==> src/rtl/morph_pkg.sv <==
package morph_pkg;

  // Fixed-point level width; full scale is 2**LVL_W, logic one is a quarter of it.
  localparam int LVL_W   = 3;
  localparam int SCALE   = 1 << (LVL_W - 3);
  localparam int OP_W    = 2;
  localparam int RES_W   = 2 * OP_W;
  localparam int N_L1    = 4;
  localparam int N_L2    = 2;
  localparam int N_L3    = 2;

  typedef logic [LVL_W-1:0] lvl_t;

  localparam lvl_t LVL_ZERO = '0;
  localparam lvl_t LVL_ONE  = lvl_t'(1) << (LVL_W - 2);

  typedef enum logic [2:0] {
    G_AND  = 3'd0,
    G_OR   = 3'd1,
    G_XOR  = 3'd2,
    G_NAND = 3'd3,
    G_NOR  = 3'd4,
    G_XNOR = 3'd5
  } gate_op_e;

  // Starting offset added to the two input levels, in eighths of full scale.
  function automatic lvl_t op_bias(gate_op_e op);
    int k;
    case (op)
      G_AND:   k = 0;
      G_OR:    k = 1;
      G_XOR:   k = 2;
      G_NAND:  k = 3;
      G_NOR:   k = 4;
      G_XNOR:  k = 6;
      default: k = 0;
    endcase
    return lvl_t'(k * SCALE);
  endfunction

  // Threshold subtracted from the folded value, in eighths of full scale.
  function automatic lvl_t op_cut(gate_op_e op);
    int k;
    case (op)
      G_AND:   k = 2;
      G_OR:    k = 1;
      G_XOR:   k = 2;
      G_NAND:  k = 1;
      G_NOR:   k = 2;
      G_XNOR:  k = 0;
      default: k = 7;
    endcase
    return lvl_t'(k * SCALE);
  endfunction

  // Plain Boolean meaning of an opcode, used only by checks.
  function automatic logic op_truth(gate_op_e op, logic x, logic y);
    case (op)
      G_AND:   return x & y;
      G_OR:    return x | y;
      G_XOR:   return x ^ y;
      G_NAND:  return ~(x & y);
      G_NOR:   return ~(x | y);
      G_XNOR:  return ~(x ^ y);
      default: return 1'b0;
    endcase
  endfunction

  function automatic lvl_t bit_to_lvl(logic b);
    return b ? LVL_ONE : LVL_ZERO;
  endfunction

endpackage

==> src/rtl/tent_gate.sv <==
module tent_gate
  import morph_pkg::*;
(
  input  gate_op_e op_i,
  input  lvl_t     x_i,
  input  lvl_t     y_i,
  output lvl_t     z_o
);

  lvl_t bias;
  lvl_t cut;
  lvl_t acc;
  lvl_t fold;

  always_comb begin
    bias = op_bias(op_i);
    cut  = op_cut(op_i);
    // Sum wraps modulo full scale.
    acc  = bias + x_i + y_i;
    // Tent fold min(v, 1-v): upper half mirrors to the lower half.
    fold = acc[LVL_W-1] ? lvl_t'((~acc) + lvl_t'(1)) : acc;
    z_o  = (fold > cut) ? lvl_t'(fold - cut) : LVL_ZERO;
  end

  // output is a legal level and matches the opcode truth table
  always_comb begin
    if ((x_i == LVL_ZERO || x_i == LVL_ONE) && (y_i == LVL_ZERO || y_i == LVL_ONE)) begin
      a_r6_level_rule: assert (z_o == (op_truth(op_i, x_i != LVL_ZERO, y_i != LVL_ZERO)
                                       ? LVL_ONE : LVL_ZERO))
        else $error("gate level does not match opcode function");
    end
  end

endmodule

==> src/rtl/operand_router.sv <==
module operand_router
  import morph_pkg::*;
(
  input  logic            mul_i,
  input  logic [OP_W-1:0] a_i,
  input  logic [OP_W-1:0] b_i,
  output lvl_t            x_o [N_L1],
  output lvl_t            y_o [N_L1]
);

  // Steered lanes 0 and 1; diagonal lanes 2 and 3 are fixed.
  logic [OP_W-1:0] ax;
  logic [OP_W-1:0] bx;

  always_comb begin
    case (mul_i)
      1'b0: begin
        ax = {a_i[1], a_i[0]};
        bx = {b_i[1], b_i[0]};
      end
      default: begin
        ax = {a_i[0], a_i[1]};
        bx = {b_i[1], b_i[0]};
      end
    endcase
  end

  // Lane 0: add (A0,B0), mul (A1,B0). Lane 1: add (A1,B1), mul (A0,B1).
  genvar g;
  generate
    for (g = 0; g < OP_W; g++) begin : g_steer
      assign x_o[g] = bit_to_lvl(ax[g]);
      assign y_o[g] = bit_to_lvl(bx[g]);
    end
    for (g = 0; g < OP_W; g++) begin : g_diag
      assign x_o[OP_W + g] = bit_to_lvl(a_i[g]);
      assign y_o[OP_W + g] = bit_to_lvl(b_i[g]);
    end
  endgenerate

endmodule

==> src/rtl/gate_lattice.sv <==
module gate_lattice
  import morph_pkg::*;
(
  input  logic             mul_i,
  input  logic [OP_W-1:0]  a_i,
  input  logic [OP_W-1:0]  b_i,
  output logic [RES_W-1:0] bits_o
);

  lvl_t     l1_x [N_L1];
  lvl_t     l1_y [N_L1];
  lvl_t     l1_z [N_L1];
  gate_op_e l1_op [N_L1];

  lvl_t     l2_x [N_L2];
  lvl_t     l2_y [N_L2];
  lvl_t     l2_z [N_L2];
  gate_op_e l2_op [N_L2];

  lvl_t     l3_x [N_L3];
  lvl_t     l3_y [N_L3];
  lvl_t     l3_z [N_L3];
  gate_op_e l3_op [N_L3];

  operand_router u_router (
    .mul_i (mul_i),
    .a_i   (a_i),
    .b_i   (b_i),
    .x_o   (l1_x),
    .y_o   (l1_y)
  );

  // Opcode program per mode.
  always_comb begin
    l1_op[0] = mul_i ? G_AND : G_XOR;
    l1_op[1] = mul_i ? G_AND : G_XOR;
    l1_op[2] = G_AND;
    l1_op[3] = G_AND;
    l2_op[0] = G_XOR;
    l2_op[1] = G_AND;
    l3_op[0] = mul_i ? G_XOR : G_OR;
    l3_op[1] = G_AND;
  end

  // Second layer: partner of lane 1 is the low carry (add) or the other cross term (mul).
  always_comb begin
    for (int i = 0; i < N_L2; i++) begin
      l2_x[i] = mul_i ? l1_z[0] : l1_z[2];
      l2_y[i] = l1_z[1];
    end
    for (int i = 0; i < N_L3; i++) begin
      l3_x[i] = l1_z[3];
      l3_y[i] = l2_z[1];
    end
  end

  genvar g;
  generate
    for (g = 0; g < N_L1; g++) begin : g_l1
      tent_gate u_gate (.op_i(l1_op[g]), .x_i(l1_x[g]), .y_i(l1_y[g]), .z_o(l1_z[g]));
    end
    for (g = 0; g < N_L2; g++) begin : g_l2
      tent_gate u_gate (.op_i(l2_op[g]), .x_i(l2_x[g]), .y_i(l2_y[g]), .z_o(l2_z[g]));
    end
    for (g = 0; g < N_L3; g++) begin : g_l3
      tent_gate u_gate (.op_i(l3_op[g]), .x_i(l3_x[g]), .y_i(l3_y[g]), .z_o(l3_z[g]));
    end
  endgenerate

  // Level-to-bit decode only at the lattice boundary.
  always_comb begin
    bits_o[0] = mul_i ? (l1_z[2] != LVL_ZERO) : (l1_z[0] != LVL_ZERO);
    bits_o[1] = (l2_z[0] != LVL_ZERO);
    bits_o[2] = (l3_z[0] != LVL_ZERO);
    bits_o[3] = (l3_z[1] != LVL_ZERO);
  end

endmodule

==> src/rtl/morph_alu.sv <==
module morph_alu
  import morph_pkg::*;
(
  input  logic             clk,
  input  logic             rst,
  input  logic             mul_i,
  input  logic [OP_W-1:0]  a_i,
  input  logic [OP_W-1:0]  b_i,
  output logic [RES_W-1:0] result_o
);

  logic [RES_W-1:0] lattice_bits;

  gate_lattice u_lattice (
    .mul_i  (mul_i),
    .a_i    (a_i),
    .b_i    (b_i),
    .bits_o (lattice_bits)
  );

  always_ff @(posedge clk) begin
    if (rst) result_o <= '0;
    else     result_o <= lattice_bits;
  end

  // reset clears the registered result
  a_r1_reset_clear: assert property (@(posedge clk) rst |=> result_o == '0)
    else $error("result not cleared by reset");

  // add mode gives the zero-extended sum
  a_r3_add_sum: assert property (@(posedge clk) disable iff (rst)
    !mul_i |=> result_o == (RES_W'($past(a_i)) + RES_W'($past(b_i))))
    else $error("add mode result wrong");

  // add mode never sets the top bit
  a_r3_add_msb_zero: assert property (@(posedge clk) disable iff (rst)
    !mul_i |=> !result_o[RES_W-1])
    else $error("add mode top bit set");

  // multiply mode gives the product
  a_r4_mul_product: assert property (@(posedge clk) disable iff (rst)
    mul_i |=> result_o == (RES_W'($past(a_i)) * RES_W'($past(b_i))))
    else $error("multiply mode result wrong");

endmodule

==> config.mk <==
export PLATFORM = sky130hd
export DESIGN_NAME = morph_alu
export DESIGN_NICKNAME = d
export VERILOG_FILES = /design/src/rtl/morph_pkg.sv /design/src/rtl/tent_gate.sv /design/src/rtl/operand_router.sv /design/src/rtl/gate_lattice.sv /design/src/rtl/morph_alu.sv
export SDC_FILE = /design/constraint.sdc
export NUM_CORES = 1
export LEC_CHECK = 0
export BUFFER_PORTS_ARGS = -buffer_cell sky130_fd_sc_hd__buf_4
export CAP_MARGIN = 20
export CORE_AREA = 2 2 39 41
export CTS_BUF_LIST = sky130_fd_sc_hd__clkbuf_8
export DETAILED_ROUTE_END_ITERATION = 10
export DIE_AREA = 0 0 41 43
export PLACE_DENSITY = 0.55
export SETUP_SLACK_MARGIN = 0.3
export SKIP_LAST_GASP = 1
export SLEW_MARGIN = 30
export SYNTH_ARGS = -nofsm -noshare
export SYNTH_HDL_FRONTEND = slang
export SYNTH_SLANG_ARGS = --single-unit
export TNS_END_PERCENT = 10
==> constraint.sdc <==
create_clock -name clk -period 3.9 [get_ports clk]
set_input_delay 0.585 -clock clk [delete_from_list [all_inputs] [get_ports clk]]
set_output_delay 0.585 -clock clk [all_outputs]
set_load 0.005 [all_outputs]
==> run_results.csv <==
group,metric,value,unit
pwr,total_power,0.000215,W
grt,grt_max_degree,9,
clock_tree,htreeDepth,1,
clock_tree,cts_hold_buffers,0,
sta,finalSetupTns,0,ns
job,cap_violations,0,
sta,setup_viol,0,
critical_path,critPathKind,"in2reg",
critical_path,cpMostUsedCell,"ha_4",
run_status,status,"finished clean",
critical_path,critPathCaptureType,"flip-flop",
clock_tree,ctsRootBufferMaster,"clkbuf_8",
synth,avgSynthCellArea,9.81,um2
final_layout,largest_reg_flops,4,
clock_tree,tritoncts_num_sinks,4,
placed_design,place_inst,69,
critical_path,critPathTopFamily,"adder cells",
grt,grt_pass1_vias,335,
drt,vias_per_cell,4.56,
drt,drc,0,
floorplan,ioPinCount,11,
floorplan,die_area,0.00176,mm2
final_layout,area_growth_syn_to_layout,62.6,%
drt,routed_wl,837,um
final_layout,nets,81,
grt,gr-usage-all-layers,11.8,%
final_layout,drive_gt1_share,52.4,%
drt,avgRoutedWirePerCell,10.6,um
critical_path,path_max_fanout,4,
grt,grt_pass1_wl,1.35,mm
grt,antenna_found_initial,0,
final_layout,fill_cells,129,
sta,slew_headroom,85.9,%
synth,syn-cell-area,422,um2
critical_path,critPathMaxStageDelay,0.57,ns
clock_tree,cts.path.max_buffers,2,
synth,synth_cell_type_count,24,
clock_tree,clkTransAtPathRegs,0.03,ns
synth,synth_flop_cell,"dfxtp_1",
synth,synth_async_sr_flop_share,0,%
final_layout,reg_top3,"result_o (4)",
synth,synth_top_area_share,20.8,%
final_layout,stdcell_count,79,
floorplan,fp.dieW,41,um
pwr,vdd_drop_max,0.0993,mV
grt,grt-ovfl-total,0,
placed_design,gp_congestion,0.688,
sta,min_period,3.48,ns
drt,drtIter0Drc,0,
floorplan,start_util,30.5,%
sta,min_period_over_period,89.3,%
critical_path,worstPathRequired,3.99,ns
sta,final-hold-violation-count,0,
critical_path,path_cells,"buf_12 -> mux2i_4 -> fa_1 -> nand3_2 -> o21a_1 -> ha_4 -> nor2b_4 -> xnor2_2 -> ha_1 -> inv_2 -> ha_4 -> mux2_4 -> ha_4 -> a21o_1 -> a31oi_1 -> o32ai_1",
final_layout,top_register,"result_o",
sta,drv_slew,0,
placed_design,placed_area,529,um2
critical_path,crit_arrival,3.58,ns
synth,postSynthCellCount,43,
placed_design,hpwl,589,um
sta,clock.fmax,287,MHz
critical_path,critPathLaunchType,"input pin",
final_layout,final_util,49.5,%
min_path,hold_path.class,"in2reg",
sta,rsz0062_at_grt,"false",
synth,syn-num-nets,59,
synth,synth-edff-count,0,
clock_tree,cts_buffers,3,
critical_path,critPathBufInv,2,
min_path,hold_end,"result_o[1]",
final_layout,diodes,0,
synth,yosysTopAreaCell,"ha_1",
drt,detailedRoute.firstPassIterationCount,1,
pwr,power_density,313,mW/mm2
min_path,min_path_cells,2,
min_path,min-delay-start,"rst",
placed_design,io_buffers,10,
clock_tree,cts_tree,"yes",
floorplan,num_rows,14,
drt,final_antenna_net_count,0,
floorplan,fp.dieH,43,um
floorplan,coreArea,0.00138,mm2
synth,ys_seq_area_share,19.0,%
critical_path,crit_start,"mul_i",
synth,ys_ff_latch,4,
critical_path,cpMaxStageDelayCell,"fa_1",
sta,worst_pin_slew,0.211,ns
drt,num_vias,360,
final_layout,stdcell_area,686,um2
pwr,cellLeakagePower,0.337,nW
synth,yosysWarnings,0,
synth,synth_area_leaders,"ha_1, dfxtp_1, fa_1, mux2i_1, inv_1",
==> logic make-up (layout without fill, tap and decap cells) <==
logic type / count (synthesis) / count (layout) / synth area share (%)
multiplexers: 4 / 4 / 10.7
AO/OA/AOI/OAI: 7 / 7 / 13.7
AND/OR/NAND/NOR: 11 / 11 / 17.2
XOR/XNOR: 1 / 1 / 2.08
flip-flops: 4 / 4 / 19.0
buffers and inverters: 7 / 27 / 7.12
adder cells (fa/ha/maj): 9 / 9 / 30.3
==> power breakdown <==
part	internal [W]	total (W)	switching [W]
clock network	0.0000658	0.0000870	0.0000212
logic	0.0000474	0.0000831	0.0000357
registers	0.0000439	0.0000446	0.000000608
==> layout make-up <==
cell class / count / area, um2 / share of cell area, %
Multi-Input combinational cell: 32 / 374 / 54.6
Timing Repair Buffer: 18 / 148 / 21.5
Sequential cell: 4 / 80.1 / 11.7
Clock buffer: 3 / 41.3 / 6.02
Inverter: 6 / 22.5 / 3.28
Tap cell: 16 / 20.0 / 2.92
==> through the flow <==
stage / setup WS [ns] / hold slack [ns]
after floorplan: 0.302 / 0.656
after CTS: 0.324 / 0.572
final: 0.417 / 0.574
after detailed placement: 0.113 / 0.800
after global placement: 0.148 / 0.799
after global routing: 0.260 / 0.581
==> repair_timing <==
item / 4_1_cts / 5_1_grt
setup endpoints to repair: 0 / 1
setup buffers: 0 / 7
resized for setup: 0 / 11
==> cells in the final DEF, fill, tap and decap left out, drive strengths merged, types with 2 or more instances in the layout <==
cell type and n:
a31oi 2, buf 18, clkbuf 3, dfxtp 4, fa 2, ha 7, inv 6, mux2i 3
nand2 2, nor2 2, nor3b 2
==> cell usage after synthesis, drive strengths merged (2+ instances only) <==
cell type and n:
dfxtp 4, nor3b 2, inv 6, ha 7, fa 2, mux2i 3
a31oi 2, nand2 2, nor2 2
==> metal layers <==
metal | vias to the layer above | GRT usage (%) | share of wire, %
li1 | 186 | - | -
met1 | 157 | 14.7 | 44
met2 | 13 | 15.9 | 46
met3 | 4 | 1.57 | 6.2
met4 | 0 | 12.0 | 3.2
met5 | - | 0 | 0
==> how the worst max path moves through the flow <==
stage                             end  slack [ns]  cells after the start
after floorplan           result_o[2]        0.30                     16
after global placement    result_o[2]        0.15                     16
after detailed placement  result_o[2]        0.11                     16
after CTS                 result_o[2]        0.32                     16
after global routing      result_o[2]        0.26                     16
final                     result_o[2]        0.42                     16
(Power assumes the default switching activity.)
